===== config.mk =====
export PLATFORM = sky130hd
export DESIGN_NAME = pgx_xlate
export DESIGN_NICKNAME = d
export VERILOG_FILES = /design/src/rtl/pgx_pkg.sv /design/src/rtl/pgx_ctrl.sv /design/src/rtl/pgx_base.sv /design/src/rtl/pgx_judge.sv /design/src/rtl/pgx_xlate.sv
export SDC_FILE = /design/constraint.sdc
export NUM_CORES = 1
export LEC_CHECK = 0
export CAP_MARGIN = 30
export CORE_MARGIN = 10
export CORE_UTILIZATION = 35
export CTS_BUF_LIST = sky130_fd_sc_hd__clkbuf_4
export CTS_CLUSTER_SIZE = 20
export DETAILED_ROUTE_END_ITERATION = 8
export PLACE_DENSITY = 0.68
export SLEW_MARGIN = 20
export SYNTH_ARGS = -nofsm -noshare
export SYNTH_HDL_FRONTEND = slang
export SYNTH_SLANG_ARGS = --single-unit
export TNS_END_PERCENT = 10

===== constraint.sdc =====
create_clock -name clk -period 1.8 [get_ports clk]
set_clock_uncertainty 0.1 [all_clocks]
set_input_delay 0.18 -clock clk [delete_from_list [all_inputs] [get_ports clk]]
set_output_delay 0.18 -clock clk [all_outputs]
set_load 0.01 [all_outputs]

===== src/rtl/pgx_pkg.sv =====
package pgx_pkg;

    typedef enum logic [1:0] {
        ACC_LOAD  = 2'b00,
        ACC_STORE = 2'b01,
        ACC_FETCH = 2'b10,
        ACC_NONE  = 2'b11
    } acc_kind_e;

    typedef enum logic [1:0] {
        RT_RDONLY = 2'b00,
        RT_RDWR   = 2'b01,
        RT_EXEC   = 2'b10,
        RT_NONE   = 2'b11
    } rights_e;

    typedef enum logic [1:0] {
        ST_IDLE,
        ST_READ,
        ST_WAIT,
        ST_RESP
    } walk_state_e;

    // Permission matrix between access kind and entry rights.
    function automatic logic rights_allow(acc_kind_e kind, rights_e rt);
        logic ok;
        unique case (kind)
            ACC_LOAD:  ok = (rt == RT_RDONLY) || (rt == RT_RDWR);
            ACC_STORE: ok = (rt == RT_RDWR);
            ACC_FETCH: ok = (rt == RT_EXEC);
            ACC_NONE:  ok = 1'b0;
        endcase
        return ok;
    endfunction

endpackage


===== src/rtl/pgx_ctrl.sv =====
module pgx_ctrl
    import pgx_pkg::*;
(
    input  logic clk,
    input  logic rst_n,
    input  logic req_valid,
    output logic req_ready,
    output logic take_req,
    output logic issue_rd,
    output logic latch_pte,
    output logic rsp_out,
    output logic busy
);

    walk_state_e state_q;
    walk_state_e state_d;

    // State register
    always_ff @(posedge clk) begin
        if (!rst_n) begin
            state_q <= ST_IDLE;
        end else begin
            state_q <= state_d;
        end
    end

    // Transitions
    always_comb begin
        state_d = state_q;
        unique case (state_q)
            ST_IDLE: if (req_valid) state_d = ST_READ;
            ST_READ: state_d = ST_WAIT;
            ST_WAIT: state_d = ST_RESP;
            ST_RESP: state_d = ST_IDLE;
        endcase
    end

    // Outputs
    always_comb begin
        req_ready = 1'b0;
        issue_rd  = 1'b0;
        latch_pte = 1'b0;
        rsp_out   = 1'b0;
        unique case (state_q)
            ST_IDLE: req_ready = 1'b1;
            ST_READ: issue_rd  = 1'b1;
            ST_WAIT: latch_pte = 1'b1;
            ST_RESP: rsp_out   = 1'b1;
        endcase
    end

    assign take_req = req_valid && req_ready;
    assign busy     = (state_q != ST_IDLE);

    a_r2_read_follows_accept: assert property (@(posedge clk) disable iff (!rst_n)
        take_req |=> issue_rd);

    a_r5_resp_follows_judge: assert property (@(posedge clk) disable iff (!rst_n)
        latch_pte |=> rsp_out);

    a_r5_resp_single_cycle: assert property (@(posedge clk) disable iff (!rst_n)
        rsp_out |=> !rsp_out);

    a_r6_no_ready_when_busy: assert property (@(posedge clk) disable iff (!rst_n)
        busy |-> !req_ready);

endmodule


===== src/rtl/pgx_base.sv =====
module pgx_base #(
    parameter int W = 13
) (
    input  logic         clk,
    input  logic         rst_n,
    input  logic         wr_en,
    input  logic [W-1:0] wr_data,
    input  logic         busy,
    input  logic         release_i,
    output logic [W-1:0] base_q
);

    logic         pend_q;
    logic [W-1:0] pend_data_q;

    always_ff @(posedge clk) begin
        if (!rst_n) begin
            base_q      <= '0;
            pend_q      <= 1'b0;
            pend_data_q <= '0;
        end else if (!busy) begin
            if (wr_en) base_q <= wr_data;
        end else if (release_i) begin
            pend_q <= 1'b0;
            if (wr_en) begin
                base_q <= wr_data;
            end else if (pend_q) begin
                base_q <= pend_data_q;
            end
        end else if (wr_en) begin
            pend_q      <= 1'b1;
            pend_data_q <= wr_data;
        end
    end

    a_r8_base_held_in_lookup: assert property (@(posedge clk) disable iff (!rst_n)
        (busy && !release_i) |=> $stable(base_q));

    a_r8_no_parked_when_idle: assert property (@(posedge clk) disable iff (!rst_n)
        !busy |-> !pend_q);

    a_r7_idle_write_applies: assert property (@(posedge clk) disable iff (!rst_n)
        (!busy && wr_en) |=> (base_q == $past(wr_data)));

endmodule


===== src/rtl/pgx_judge.sv =====
module pgx_judge
    import pgx_pkg::*;
#(
    parameter int PTE_W = 16,
    parameter int PPN_W = 3
) (
    input  logic [PTE_W-1:0] pte,
    input  acc_kind_e        kind,
    output logic             pg_fault,
    output logic             pr_fault,
    output logic [PPN_W-1:0] ppn
);

    localparam int V_BIT = PTE_W - 1;
    localparam int RT_HI = PTE_W - 2;
    localparam int RT_LO = PTE_W - 3;

    rights_e rt;

    assign rt       = rights_e'(pte[RT_HI:RT_LO]);
    assign pg_fault = !pte[V_BIT];
    assign pr_fault = pte[V_BIT] && !rights_allow(kind, rt);
    assign ppn      = pte[PPN_W-1:0];

    // Bits between the rights field and the frame number carry no meaning.
    if (RT_LO > PPN_W) begin : g_spare
        logic spare_unused;
        assign spare_unused = ^pte[RT_LO-1:PPN_W];
    end

endmodule


===== src/rtl/pgx_xlate.sv =====
module pgx_xlate
    import pgx_pkg::*;
#(
    parameter  int OFS_W  = 10,
    parameter  int VPN_W  = 5,
    parameter  int PPN_W  = 3,
    parameter  int PTE_W  = 16,
    localparam int VA_W   = OFS_W + VPN_W,
    localparam int PA_W   = OFS_W + PPN_W
) (
    input  logic             clk,
    input  logic             rst_n,
    input  logic             req_valid,
    output logic             req_ready,
    input  logic [VA_W-1:0]  req_va,
    input  logic [1:0]       req_kind,
    output logic             mem_rd_en,
    output logic [PA_W-1:0]  mem_rd_addr,
    input  logic [PTE_W-1:0] mem_rd_data,
    input  logic             base_wr_en,
    input  logic [PA_W-1:0]  base_wr_data,
    output logic             rsp_valid,
    output logic [PA_W-1:0]  rsp_pa,
    output logic             rsp_page_fault,
    output logic             rsp_prot_fault
);

    localparam int PTE_BYTES = PTE_W / 8;
    localparam int PTE_SH    = $clog2(PTE_BYTES);

    logic             take_req;
    logic             latch_pte;
    logic             rsp_out;
    logic             busy;
    logic [PA_W-1:0]  base_q;
    logic [VA_W-1:0]  va_q;
    acc_kind_e        kind_q;
    logic             pg_fault;
    logic             pr_fault;
    logic [PPN_W-1:0] ppn;
    logic             pf_q;
    logic             pr_q;
    logic [PA_W-1:0]  pa_q;

    pgx_ctrl u_ctrl (
        .clk       (clk),
        .rst_n     (rst_n),
        .req_valid (req_valid),
        .req_ready (req_ready),
        .take_req  (take_req),
        .issue_rd  (mem_rd_en),
        .latch_pte (latch_pte),
        .rsp_out   (rsp_out),
        .busy      (busy)
    );

    pgx_base #(.W(PA_W)) u_base (
        .clk       (clk),
        .rst_n     (rst_n),
        .wr_en     (base_wr_en),
        .wr_data   (base_wr_data),
        .busy      (busy),
        .release_i (rsp_out),
        .base_q    (base_q)
    );

    pgx_judge #(.PTE_W(PTE_W), .PPN_W(PPN_W)) u_judge (
        .pte      (mem_rd_data),
        .kind     (kind_q),
        .pg_fault (pg_fault),
        .pr_fault (pr_fault),
        .ppn      (ppn)
    );

    // Request capture
    always_ff @(posedge clk) begin
        if (!rst_n) begin
            va_q   <= '0;
            kind_q <= ACC_LOAD;
        end else if (take_req) begin
            va_q   <= req_va;
            kind_q <= acc_kind_e'(req_kind);
        end
    end

    // Entry address: base plus page index scaled by entry size, wrapping
    assign mem_rd_addr = base_q + (PA_W'(va_q[VA_W-1:OFS_W]) << PTE_SH);

    // Result register
    always_ff @(posedge clk) begin
        if (!rst_n) begin
            pf_q <= 1'b0;
            pr_q <= 1'b0;
            pa_q <= '0;
        end else if (latch_pte) begin
            pf_q <= pg_fault;
            pr_q <= pr_fault;
            pa_q <= (pg_fault || pr_fault) ? '0 : {ppn, va_q[OFS_W-1:0]};
        end
    end

    assign rsp_valid      = rsp_out;
    assign rsp_pa         = pa_q;
    assign rsp_page_fault = rsp_out && pf_q;
    assign rsp_prot_fault = rsp_out && pr_q;

    a_r5_single_outcome: assert property (@(posedge clk) disable iff (!rst_n)
        rsp_valid |-> !(rsp_page_fault && rsp_prot_fault));

    a_r3_page_fault_no_pa: assert property (@(posedge clk) disable iff (!rst_n)
        (rsp_valid && rsp_page_fault) |-> (rsp_pa == '0));

    a_r4_prot_fault_no_pa: assert property (@(posedge clk) disable iff (!rst_n)
        (rsp_valid && rsp_prot_fault) |-> (rsp_pa == '0));

    a_r1_offset_passes: assert property (@(posedge clk) disable iff (!rst_n)
        (rsp_valid && !rsp_page_fault && !rsp_prot_fault)
            |-> (rsp_pa[OFS_W-1:0] == va_q[OFS_W-1:0]));

    a_r2_addr_held_for_data: assert property (@(posedge clk) disable iff (!rst_n)
        mem_rd_en |=> $stable(mem_rd_addr));

endmodule


## Yosys cells after proc, flatten, opt, wreduce, memory -nomap -nowiden

Cells that the tools add are included.

- Memory bits (writable): 0
- ROM bits: 0
- Output and inout port bits: 31
- Latch bits: 0
- Logic and storage cells: 54
- Flip-flop bits (word level): 61
- Memories: 0
- Bits of input ports: 50

- Shift-type cells: 0
- Add/subtract/negate cells: 1
- Multiply operators: 0
- Mux-type cells: 15
- Reduce and logical (&&, ||, !) cells: 17
- Order comparisons: 0
- Div/mod/pow operators: 0
- Equal/unequal tests: 11
- Bitwise gates (word level): 1

Operators by type and width:

| operator | number |
|---|---|
| $mux W13 | 6 |
| $add A13 B6 Y13 | 1 |
| $eq A2 B2 Y1 const B | 5 |
| $pmux W2 S4 | 1 |
| $eq A2 B1 Y1 const B | 3 |
| $logic_not A2 Y1 | 3 |
| $mux W1 | 6 |
| $reduce_and A3 Y1 | 2 |
| $reduce_bool A2 Y1 | 3 |
| $logic_and A1 B1 Y1 | 4 |
| $ne A2 B2 Y1 const B | 2 |
| $pmux W1 S4 | 1 |
| $ne A3 B2 Y1 const B | 1 |
| $logic_not A1 Y1 | 2 |
| $logic_or A1 B1 Y1 | 2 |
| $mux W2 | 1 |
| $reduce_and A2 Y1 | 1 |
| $not A1 Y1 | 1 |

## Depth between registers and ports, before layout

- Depth after elaboration: 7
- Mapped depth: 8
- Gate-level depth less buffers: 5

## Hierarchy

A second synthesis with hierarchy kept.

- Cells, all modules: 310
- Area total of the unflattened synthesis: 2930.3 sq um

By module, submodules not included:

| module | cells each | area an instance (sq um) | sequential area each (sq um) | times used |
|---|---|---|---|---|
| pgx_xlate | 162 | 1571.5 | 640.6 | 1 |
| pgx_base | 123 | 1127.3 | 540.5 | 1 |
| pgx_ctrl | 17 | 168.9 | 40.0 | 1 |
| pgx_judge | 8 | 62.6 | 0.0 | 1 |

## Least setup slack after synthesis

No wires, ideal clock.

- Path type: register -> register
- From: register u_ctrl.state_q[0]
- To: register u_base.base_q[10]
- Clock period less this slack: 1.773 ns
- Stages on the path, launching flop included: 8
- Required time: 1.560 ns
- Data arrival time: 1.533 ns
- Setup time: 0.140 ns
- Setup slack: 0.027 ns
- Cell sequence: dfxtp_1 inv_1 ha_1 buf_6 nand2b_4 buf_6 a2111oi_2 a211oi_2

- Cells in the longest elaborated chain, start to end: 4
- Elaborated cells on any way between the ends: 8
- Classes of those cells: eq/ne (3); mux (2); reduce/logical (3)

RTL lines:

| item | line | RTL |
|---|---|---|
| start: declaration | pgx_ctrl.sv:15 | `walk_state_e state_q;` |
| start signal: assignment | pgx_ctrl.sv:23 | `state_q <= state_d;` |
| $eq A2 B2 Y1 | pgx_ctrl.sv:44 | `unique case (state_q)` |
| $mux W1 | pgx_ctrl.sv:44 |  |
| $ne A3 B2 Y1 (no line) / $ne A2 B2 Y1 (equally long branches) | - |  |
| $reduce_and A3 Y1 (no line) | - |  |
| end signal: assignment | pgx_base.sv:22 | `if (wr_en) base_q <= wr_data;` |
| end signal: assignment | pgx_base.sv:26 | `base_q <= wr_data;` |
| end signal: assignment | pgx_base.sv:28 | `base_q <= pend_data_q;` |
| end: declaration | pgx_base.sv:10 | `output logic [W-1:0] base_q` |

Parallel ways exist; a longest one is shown, timed or not.
A chain may end at the register's enable or synchronous reset.

## Worst setup path after layout

- From: register va_q[10]
- To: output mem_rd_addr[11]

- Cells in the longest elaborated chain, start to end: 1

RTL lines:

| item | line | RTL |
|---|---|---|
| start: declaration | pgx_xlate.sv:36 | `logic [VA_W-1:0] va_q;` |
| start signal: assignment | pgx_xlate.sv:81 | `va_q <= req_va;` |
| $add A13 B6 Y13 | pgx_xlate.sv:87 | `assign mem_rd_addr = base_q + (PA_W'(va_q[VA_W-1:OFS_W]) << PTE_SH);` |
| end: declaration | pgx_xlate.sv:18 | `output logic [PA_W-1:0] mem_rd_addr,` |

Every way passes these cells.

==> impl_metrics.py <==
metrics = {
    "outcome": {
        "status": "complete, but fails checks",
        "violations": "negative setup slack",
    },
    "pwr": {
        "power_switching_mw": 2.52,
        "clkPwrFrac": 0.153,
        "ir_worst_vdd_mv": 0.693,
        "combinationalPowerShare": 0.546,
        "intPower_mw": 3.75,
        "p_per_area_nw_per_um2": 1330,
        "p_leak_nw": 1.76,
        "pwr-share-seq": 0.301,
        "swShare": 0.401,
    },
    "global_routing": {
        "grt_max_degree": 61,
        "grt_use_total": 0.140,
        "antenna_found_initial": 0,
        "grt_pass1_vias": 3153,
        "grt_pass1_wl_um": 15300,
        "gr-total-overflow": 0,
    },
    "worst_setup_path": {
        "crit_required_ns": 1.52,
        "endpoint_kind": "output port",
        "critPathArrivalTime_ns": 2.07,
        "crit_fanout": 3,
        "critPathKind": "flop to output port",
        "cp-start-kind": "flop",
    },
    "cts": {
        "clk_latency_ns": 0.40,
        "cts_max_level": 3,
        "cts_tree": "yes",
        "cts_buffers": 9,
        "clock-root-buffer": "clkbuf_4",
        "cts.sinks": 61,
        "clkSlewWorstSetupHoldPaths_ns": 0.11,
        "cts_buffer_depth": 2,
        "ctsHoldBuffers": 0,
    },
    "flow_run": {
        "cap_violations": 0,
    },
    "sta": {
        "rsz0062_at_grt": "true",
        "hold_viol": 0,
        "timing.final.crit_period_ns": 2.35,
        "relSlewSlack": 0.696,
        "hold_slack_ns": 0.205,
        "fmax_ghz": 0.425,
        "finalSetupViolations": 15,
        "fin_tns_setup_ns": -3.94,
        "drv_slew": 0,
        "setup_ws_ns": -0.550,
        "fin_crit_sh": 1.31,
        "worst_pin_slew_ns": 0.454,
    },
    "die": {
        "die_y_um": 116,
        "die_area_sq_um": 13500,
        "core_sq_um": 9150,
        "rows": 35,
        "die_w_um": 116,
        "ios": 81,
        "start_util": 0.355,
    },
    "yosys": {
        "synth_area_leader_cell": "dfxtp_1",
        "syn_area_sq_um": 3250,
        "ys_seq_elements": 61,
        "synth_nets": 443,
        "synth_edf_count": 0,
        "synth_warnings": 0,
        "netlist_top_cells_area": "dfxtp_1 (38%), a21oi_1 (7.5%), nand2_1 (7.4%)",
        "netlist_instances": 383,
        "async_reset_ff_frac": 0,
        "ys_seq_area_frac": 0.376,
        "post_synth_num_cell_types": 40,
        "ys.flop_type": "dfxtp_1",
        "yosysTopAreaCellShare": 0.376,
        "postSynthAreaPerCell_sq_um": 8.49,
        "yosysMostFrequentCell": "nand2_1",
        "netlist_top_cells_count": "nand2_1 (64), dfxtp_1 (61), a21oi_1 (49)",
    },
    "placed_design": {
        "hpwl_um": 6690,
        "dpl_cell_area_sq_um": 4370,
        "gp_congestion": 0.874,
        "preCtsSetupSlack_ns": -0.558,
        "port_buffers": 70,
    },
    "drt": {
        "drc": 0,
        "wirelength_um": 9460,
        "viasPerCell": 5.16,
        "drt_iter0_drc": 171,
        "drt-pass1-iter-count": 4,
        "vias": 3140,
        "antenna_left": 0,
        "wire_per_inst_um": 15.5,
    },
    "layout": {
        "final_area_sq_um": 4720,
        "post-route-util": 0.515,
        "nets": 552,
        "areaGrowthSynthToFinish_pct": 45.1,
        "layout-drive-gt1-share": 0.278,
    },
    "worst_hold_path": {
        "hold_path.class": "input pin to flop",
    },
}
==> cell families after synthesis <==
kind of cell	after synthesis	share of synthesized area
compound gates	117	0.265
buf+inv	48	0.0708
simple gates	140	0.228
flops	61	0.376
xor+xnor	6	0.0162
mux	1	0.00308
fa+ha+maj	10	0.0408
==> flip-flops by register name (all words and copies together), names as in the netlist <==
register and flops:
pr_q 1, rsp_pa 13, u_base.pend_data_q 13, u_base.base_q 13, pf_q 1, u_ctrl.state_q 2, va_q 15, kind_q 2
u_base.pend_q 1
==> routing by layer <==
layer | vias up | global-route usage | part of all wire
li1 | 1574 | - | -
met4 | 0 | 0.0500 | 0.022
met2 | 59 | 0.233 | 0.50
met5 | - | 0 | 0
met1 | 1494 | 0.167 | 0.44
met3 | 13 | 0.0401 | 0.046
==> area by class of cell <==
class / count / area (sq um)
Sequential cell: 61 / 1230
Timing Repair Buffer: 128 / 1110
Inverter: 18 / 67.6
Fill cell: 855 / 4440
Tap cell: 111 / 139
Clock inverter: 6 / 62.6
Antenna cell: 1 / 2.50
Clock buffer: 10 / 75.1
Multi-Input combinational cell: 274 / 2030
==> layout by cell type, fill, tap and decap left out, types with 7 or more instances in the layout <==
| cell | n |
|---|---|
| a2111oi_4 | 7 |
| a211oi_2 | 10 |
| a21oi_1 | 47 |
| and3_1 | 14 |
| buf_2 | 12 |
| buf_4 | 54 |
| clkbuf_4 | 10 |
| clkdlybuf4s50_1 | 53 |
| dfxtp_1 | 53 |
| dfxtp_2 | 8 |
| inv_1 | 17 |
| nand2_1 | 64 |
| nand2b_1 | 18 |
| nand4_1 | 13 |
| nor3b_1 | 9 |
| o211ai_1 | 9 |
| o21a_1 | 13 |
==> final timing paths <==
path | start | end | slack (ns) | depth (start not counted)
hold / removal | req_va[12] | va_q[12]$_SDFFE_PN0P_ | 0.21 | 3
hold reg to reg | u_base.pend_data_q[3]$_SDFFE_PN0P_ | u_base.pend_data_q[3]$_SDFFE_PN0P_ | 0.36 | 2
setup reg to reg | u_ctrl.state_q[0]$_SDFFE_PN0P_ | u_base.base_q[4]$_SDFFE_PN0P_ | -0.12 | 8
setup / recovery | va_q[10]$_SDFFE_PN0P_ | mem_rd_addr[11] | -0.55 | 7
==> metrics by stage <==
step                instances  total power [mW]
detailed placement        589              5.10
global route              608              6.73
CTS                       607              6.13
floorplan                 383              3.73
finish                    609              6.27
global placement          589              5.01
==> power by group through the flow <==
| stage | Clock (mW) | Sequential [mW] | Combinational (mW) |
|---|---|---|---|
| after floorplan | 0 | 1.85 | 1.87 |
| after global placement | 0 | 1.86 | 3.15 |
| final | 0.960 | 1.89 | 3.42 |
| after global routing | 1.04 | 1.93 | 3.76 |
| after detailed placement | 0 | 1.88 | 3.22 |
| after CTS | 0.983 | 1.88 | 3.26 |
==> critical path, stage by stage (launching register included) <==
cell and delay (ns):
dfxtp_2 0.35, ha_4 0.17, fa_2 0.38, a21o_1 0.22
a31oi_2 0.19, buf_4 0.14, o211ai_1 0.07, buf_2 0.15
==> repair_timing <==
item / 4_1_cts / 5_1_grt
gates resized for setup: 80 / 25
setup endpoints to repair: 30 / 28
pin swaps: 15 / 18
setup buffers: 2 / 1
(Power assumes the default switching activity.)
